[config.mk]
export PLATFORM = sky130hd
export DESIGN_NAME = nand_seq
export DESIGN_NICKNAME = d
export VERILOG_FILES = /design/src/rtl/nand_seq.sv
export SDC_FILE = /design/constraint.sdc
export NUM_CORES = 1
export LEC_CHECK = 0
export ABC_AREA = 1
export ABC_CLOCK_PERIOD_IN_PS = 2900
export BUFFER_PORTS_ARGS = -buffer_cell sky130_fd_sc_hd__buf_2
export CORE_MARGIN = 2
export CORE_UTILIZATION = 45
export CTS_CLUSTER_SIZE = 20
export DETAILED_ROUTE_END_ITERATION = 16
export SLEW_MARGIN = 10
export SYNTH_ARGS = -nofsm -noshare
export SYNTH_HDL_FRONTEND = slang
export SYNTH_SLANG_ARGS = --single-unit
[constraint.sdc]
create_clock -name clk -period 2.9 [get_ports clk]
set_input_delay 0.145 -clock clk [delete_from_list [all_inputs] [get_ports clk]]
set_output_delay 0.145 -clock clk [all_outputs]
set_load 0.005 [all_outputs]
[src/rtl/nand_seq.sv]
module nand_seq #(
  parameter int BUF_DEPTH = 16,
  parameter int CNT_W = 5,
  parameter int SETTLE = 8
) (
  input  logic clk,
  input  logic rst_n,
  input  logic reg_we,
  input  logic [2:0] reg_sel,
  input  logic [31:0] reg_wdata,
  input  logic [$clog2(BUF_DEPTH)-1:0] buf_idx,
  output logic [7:0] buf_byte,
  output logic idle,
  output logic [3:0] nf_ce_n,
  output logic nf_cle,
  output logic nf_ale,
  output logic nf_we_n,
  output logic nf_re_n,
  output logic [7:0] nf_dq_out,
  output logic nf_dq_oe,
  input  logic [7:0] nf_dq_in,
  input  logic nf_rb
);
  localparam int IDX_W = $clog2(BUF_DEPTH);
  localparam int SET_W = $clog2(SETTLE + 1);

  typedef enum logic [2:0] {
    S_IDLE = 3'd0, S_CMD1 = 3'd1, S_ADDR = 3'd2, S_WDAT = 3'd3,
    S_CMD2 = 3'd4, S_WAIT = 3'd5, S_RDAT = 3'd6
  } st_t;

  function automatic logic ph_on(st_t s, logic [11:1] op, logic [CNT_W-1:0] n);
    case (s)
      S_CMD1:  return op[6];
      S_ADDR:  return op[5] && (op[11:9] != 3'd0);
      S_WDAT:  return op[4] && (n != '0);
      S_CMD2:  return op[3];
      S_WAIT:  return op[2];
      S_RDAT:  return op[1] && (n != '0);
      default: return 1'b0;
    endcase
  endfunction

  function automatic st_t after(st_t cur, logic [11:1] op, logic [CNT_W-1:0] n);
    st_t r = S_IDLE;
    for (int k = 6; k >= 1; k--)
      if (k > int'(cur) && ph_on(st_t'(3'(k)), op, n)) r = st_t'(3'(k));
    return r;
  endfunction

  st_t st, go_to;
  logic [11:1] op_r;
  logic [15:0] cmd_r;
  logic [31:0] alo;
  logic [7:0] ahi;
  logic [CNT_W-1:0] cnt_r, bidx, nbytes;
  logic [11:0] tim_r;
  logic [7:0] mem [BUF_DEPTH];
  logic low_ph, go;
  logic [3:0] tcnt;
  logic [SET_W-1:0] since;
  logic [7:0] abyte;

  wire accept = reg_we && (st == S_IDLE);
  wire wr_ph = (st == S_CMD1) || (st == S_ADDR) || (st == S_WDAT) || (st == S_CMD2);
  wire strobe_ph = wr_ph || (st == S_RDAT);
  wire [3:0] wl = (tim_r[3:0] == 4'd0) ? 4'd1 : tim_r[3:0];
  wire [3:0] rl = (tim_r[7:4] == 4'd0) ? 4'd1 : tim_r[7:4];
  wire [3:0] hc = (tim_r[11:8] == 4'd0) ? 4'd1 : tim_r[11:8];
  wire low_end = strobe_ph && low_ph && (tcnt == 4'd0);
  wire byte_end = strobe_ph && !low_ph && (tcnt == 4'd0);
  wire last = (bidx == nbytes - CNT_W'(1));

  assign nbytes = (st == S_ADDR) ? CNT_W'(op_r[11:9]) :
                  ((st == S_WDAT) || (st == S_RDAT)) ? cnt_r : CNT_W'(1);

  always_comb begin
    go = 1'b0;
    go_to = after(st, op_r, cnt_r);
    case (st)
      S_IDLE: begin
        go = accept && (reg_sel == 3'd5);
        go_to = after(S_IDLE, reg_wdata[11:1], cnt_r);
      end
      S_WAIT: go = (since == SET_W'(SETTLE)) && nf_rb;
      default: go = byte_end && last;
    endcase
  end

  always_ff @(posedge clk or negedge rst_n) begin
    if (!rst_n) begin
      st <= S_IDLE;
      op_r <= '0;
      cmd_r <= '0;
      alo <= '0;
      ahi <= '0;
      cnt_r <= '0;
      tim_r <= 12'h375;
      low_ph <= 1'b0;
      tcnt <= '0;
      bidx <= '0;
      since <= SET_W'(SETTLE);
      for (int i = 0; i < BUF_DEPTH; i++) mem[i] <= '0;
    end else begin
      if (accept)
        case (reg_sel)
          3'd0: cmd_r <= reg_wdata[15:0];
          3'd1: alo <= reg_wdata;
          3'd2: ahi <= reg_wdata[7:0];
          3'd3: cnt_r <= reg_wdata[CNT_W-1:0];
          3'd4: tim_r <= reg_wdata[11:0];
          3'd5: op_r <= reg_wdata[11:1];
          3'd6: mem[reg_wdata[8 +: IDX_W]] <= reg_wdata[7:0];
          default: ;
        endcase
      if (low_end && wr_ph) since <= '0;
      else if (since != SET_W'(SETTLE)) since <= since + SET_W'(1);
      if (low_end && (st == S_RDAT)) mem[bidx[IDX_W-1:0]] <= nf_dq_in;
      if (go) begin
        st <= go_to;
        bidx <= '0;
        low_ph <= 1'b1;
        tcnt <= ((go_to == S_RDAT) ? rl : wl) - 4'd1;
      end else if (low_end) begin
        low_ph <= 1'b0;
        tcnt <= hc - 4'd1;
      end else if (byte_end) begin
        bidx <= bidx + CNT_W'(1);
        low_ph <= 1'b1;
        tcnt <= ((st == S_RDAT) ? rl : wl) - 4'd1;
      end else if (tcnt != 4'd0) begin
        tcnt <= tcnt - 4'd1;
      end
    end
  end

  always_comb
    case (bidx)
      CNT_W'(0): abyte = alo[7:0];
      CNT_W'(1): abyte = alo[15:8];
      CNT_W'(2): abyte = alo[23:16];
      CNT_W'(3): abyte = alo[31:24];
      CNT_W'(4): abyte = ahi;
      default:   abyte = 8'h00;
    endcase

  always_comb
    case (st)
      S_CMD1:  nf_dq_out = cmd_r[7:0];
      S_CMD2:  nf_dq_out = cmd_r[15:8];
      S_ADDR:  nf_dq_out = abyte;
      S_WDAT:  nf_dq_out = mem[bidx[IDX_W-1:0]];
      default: nf_dq_out = 8'h00;
    endcase

  assign idle = (st == S_IDLE);
  assign nf_ce_n = idle ? 4'hF : ~(4'b0001 << op_r[8:7]);
  assign nf_cle = (st == S_CMD1) || (st == S_CMD2);
  assign nf_ale = (st == S_ADDR);
  assign nf_we_n = !(wr_ph && low_ph);
  assign nf_re_n = !((st == S_RDAT) && low_ph);
  assign nf_dq_oe = wr_ph;
  assign buf_byte = mem[buf_idx];
endmodule

==> results.json <==
{
  "status": "complete, no violations",
  "synth_cell_types": 44,
  "worst-r2r-cell-count": 20,
  "clock-root-buffer": "clkbuf_16",
  "synth_fa_ha_area_share_pct": 0.7418,
  "ys_warn_count": 0,
  "rr_endpoint": "tcnt[2]",
  "worstPathMaxFanout": 48,
  "synth-simple-area-share_pct": 20.11,
  "drt_first_pass_iters": 8,
  "synth-edff-count": 0,
  "finalNetCount": 1981,
  "antenna_found_initial": 0,
  "yosys_most_used_dff": "dfrtp_1",
  "drc": 0,
  "grt_start_max_net_pins": 98,
  "routed_wl_um": 46900,
  "yosysMostFrequentCell": "o21ai_0",
  "clk_pin_slew_worst_paths_ns": 0.06,
  "boundaryPins": 77,
  "num-fill-cells": 2876,
  "final_core_util_pct": 53.57,
  "synth_top_area_share_pct": 40.80,
  "power.switching_mw": 5.099,
  "synth-xor-area-share_pct": 0.2596,
  "worstHoldPathType": "in2reg",
  "path_class": "reg2out",
  "yosys-top-cells-count": "449 x o21ai_0, 424 x nand2_1, 220 x dfrtp_1",
  "internal-power_mw": 8.021,
  "power.share.clock_pct": 26.4,
  "io_buffers": 76,
  "synthArstFlopShare_pct": 100.0,
  "cpMostUsedCell": "o21ai_0",
  "min_to": "alo[11]",
  "syn_area_um2": 13490,
  "dpl.hpwl_um": 31110,
  "clkLatencyLatePin_ns": 0.55,
  "slew_headroom_pct": 30.92,
  "power.leakage_nw": 7.600,
  "ctsLongestPathBuffers": 3,
  "ys_ff_latch": 228,
  "combPwrFrac_pct": 37.2,
  "skew_ns": 0.01008,
  "synth-compound-area-share_pct": 26.02,
  "layout_setup_ws_ns": 0.03746,
  "track_usage_pct": 29.90,
  "initial_core_util_pct": 45.65,
  "yosysTopAreaCell": "dfrtp_1",
  "die_w_um": 177.2,
  "drv_cap": 0,
  "switching_share_pct": 38.86,
  "worstPathRequired_ns": 2.76,
  "cts_tree": "done",
  "area_growth_pct": 17.34,
  "setup_viol": 0,
  "drive_above_1_share_pct": 13.84,
  "critPathMaxStageDelay_ns": 0.44,
  "sequentialPowerShare_pct": 36.4,
  "total_power_mw": 13.12,
  "routed_via_density": 5.699,
  "ys_seq_area_share_pct": 42.36,
  "hold_depth": 3,
  "coreArea_um2": 29560,
  "cts_buffers": 28,
  "final_hold_viol_count": 0,
  "worst_pin_slew_ns": 1.035,
  "num_vias": 13300,
  "max_freq_mhz": 349.3,
  "crit_path_end_kind": "output pin",
  "synthTopCellsByArea": "dfrtp_1 41%, o21ai_0 17%, nand2_1 12%",
  "avgSynthCellArea_um2": 7.358,
  "slowest_stage": "dfrtp_2",
  "r2r-start": "st[0]",
  "p_per_area_nw_per_um2": 828.6,
  "fin_crit_ns": 2.863,
  "max-vdd-ir-drop_v": 0.0005757,
  "synth_top_family_by_area": "compound AO/OA/AOI/OAI gates",
  "muxShareOfSynthArea_pct": 2.800,
  "num_rows": 63,
  "detail-route-antenna-nets": 0,
  "startpoint_type": "flop",
  "htree_levels": 1,
  "hp-start": "reg_wdata[11]",
  "grt_pass1_wl_um": 72100,
  "wire_per_inst_um": 20.10,
  "preCtsSetupSlack_ns": 0.1177,
  "dr.first_iter.drc_count": 1318,
  "multi_input_area_um2": 6792,
  "cts_num_sinks": 228,
  "syn_nets": 1893,
  "gp_congestion": 0.9568,
  "ff_latch_area_um2": 5719,
  "finalCritPeriodShare_pct": 98.71,
  "cp.arrival_ns": 2.72,
  "synthCells": 1834,
  "diodes": 0,
  "ff2ff_setup_slack_ns": 0.20,
  "crit_chain": "buf_4 > clkbuf_16 > o21ai_0 > o21ai_0 > a22o_1 > o21ai_1 > o211ai_1 > buf_2",
  "grt_pass1_vias": 12220,
  "gr-total-overflow": 0,
  "die_area_um2": 31390,
  "rsz0062_at_grt": "true",
  "maxSlewViolCount": 0,
  "die_h_um": 177.2
}
[metal layers]
layer | GRT usage [%] | wire (um)
met5 | 0 | 0
met4 | 9.780 | 1572
met2 | 47.55 | 20980
met1 | 41.64 | 20600
met3 | 4.747 | 3756
[logic make-up after synthesis]
logic type                 count (synthesis)
DFF                                      228
adders and majority gates                  8
xor gates and xnor gates                   4
and+or+nand+nor                          641
buffers and inverters                    266
muxes                                     36
AOI/OAI and AO/OA                        651
[power by group through the flow]
stage                     Clock, mW  Sequential [mW]  Combinational (mW)
after detailed placement          0             4.81                4.64
after CTS                      3.51             4.77                4.69
after global routing           3.65             4.90                5.47
final                          3.46             4.78                4.88
after floorplan                   0             4.61                3.23
after global placement            0             4.79                4.56
[layout by cell type, fill, tap and decap left out, drive strengths merged, types with 6 or more instances in the layout]
cell / n
a21oi: 102
a221oi: 7
a22o: 16
buf: 150
clkbuf: 46
clkinv: 7
dfrtp: 220
dfstp: 8
dlygate4sd3: 30
ha: 8
inv: 142
mux2: 14
mux2i: 22
nand2: 440
nand3: 66
nand4: 22
nor2: 101
nor3: 8
o211ai: 40
o21ai: 467
o221ai: 6
[through the flow]
step                      hold slack (ns)  TNS [ns]  instances  area, um2
after floorplan                   -0.1506         0       1834      13490
after global placement             0.1631         0       2247      14510
after detailed placement           0.1634         0       2247      14510
after CTS                         0.02208         0       2329      15730
after global routing              0.04380  -0.05009       2334      15830
final                             0.02636         0       2334      15830
[critical path, delay by kind of cell (launching register included)]
family	cells	cell delay (ns)
buffers and inverters	3	0.56
AO/OA/AOI/OAI	5	1.16
flip-flops	1	0.44
[sequential cells by signal, indices dropped and copies added (netlist names)]
| signal | flops |
|---|---|
| cmd_r | 16 |
| low_ph | 1 |
| st | 3 |
| alo | 32 |
| tcnt | 4 |
| tim_r | 12 |
| ahi | 8 |
| mem | 128 |
| bidx | 5 |
| since | 4 |
| op_r | 10 |
| cnt_r | 5 |
[cell type report]
| class | count | share of cell area [%] |
|---|---|---|
| Clock inverter | 7 | 0.2371 |
| Timing Repair Buffer | 181 | 8.724 |
| Tap cell | 390 | 3.082 |
| Multi-Input combinational cell | 1340 | 42.89 |
| Clock buffer | 45 | 5.531 |
| Inverter | 143 | 3.414 |
| Sequential cell | 228 | 36.12 |
[how the worst max path moves through the flow]
stage	end	depth (start not counted)	from
6_report	nf_dq_out[0]	8	bidx[0]
5_1_grt	nf_dq_out[4]	12	bidx[0]
4_1_cts	nf_dq_out[1]	8	bidx[0]
3_5_place_dp	tcnt[1]	19	st[0]
3_3_place_gp	tcnt[2]	20	st[0]
2_1_floorplan	tcnt[2]	21	st[0]
[timing repair]
| item | 4_1_cts | 5_1_grt |
|---|---|---|
| endpoints found under the setup margin | 2 | 14 |
| hold endpoints to repair | 108 | 0 |
| cloned | 0 | 1 |
| resized for setup | 2 | 23 |
| setup buffers | 0 | 4 |
| pin swaps | 0 | 1 |
| hold buffers | 30 | 0 |
Note: power is estimated with default switching activity, not from simulation.
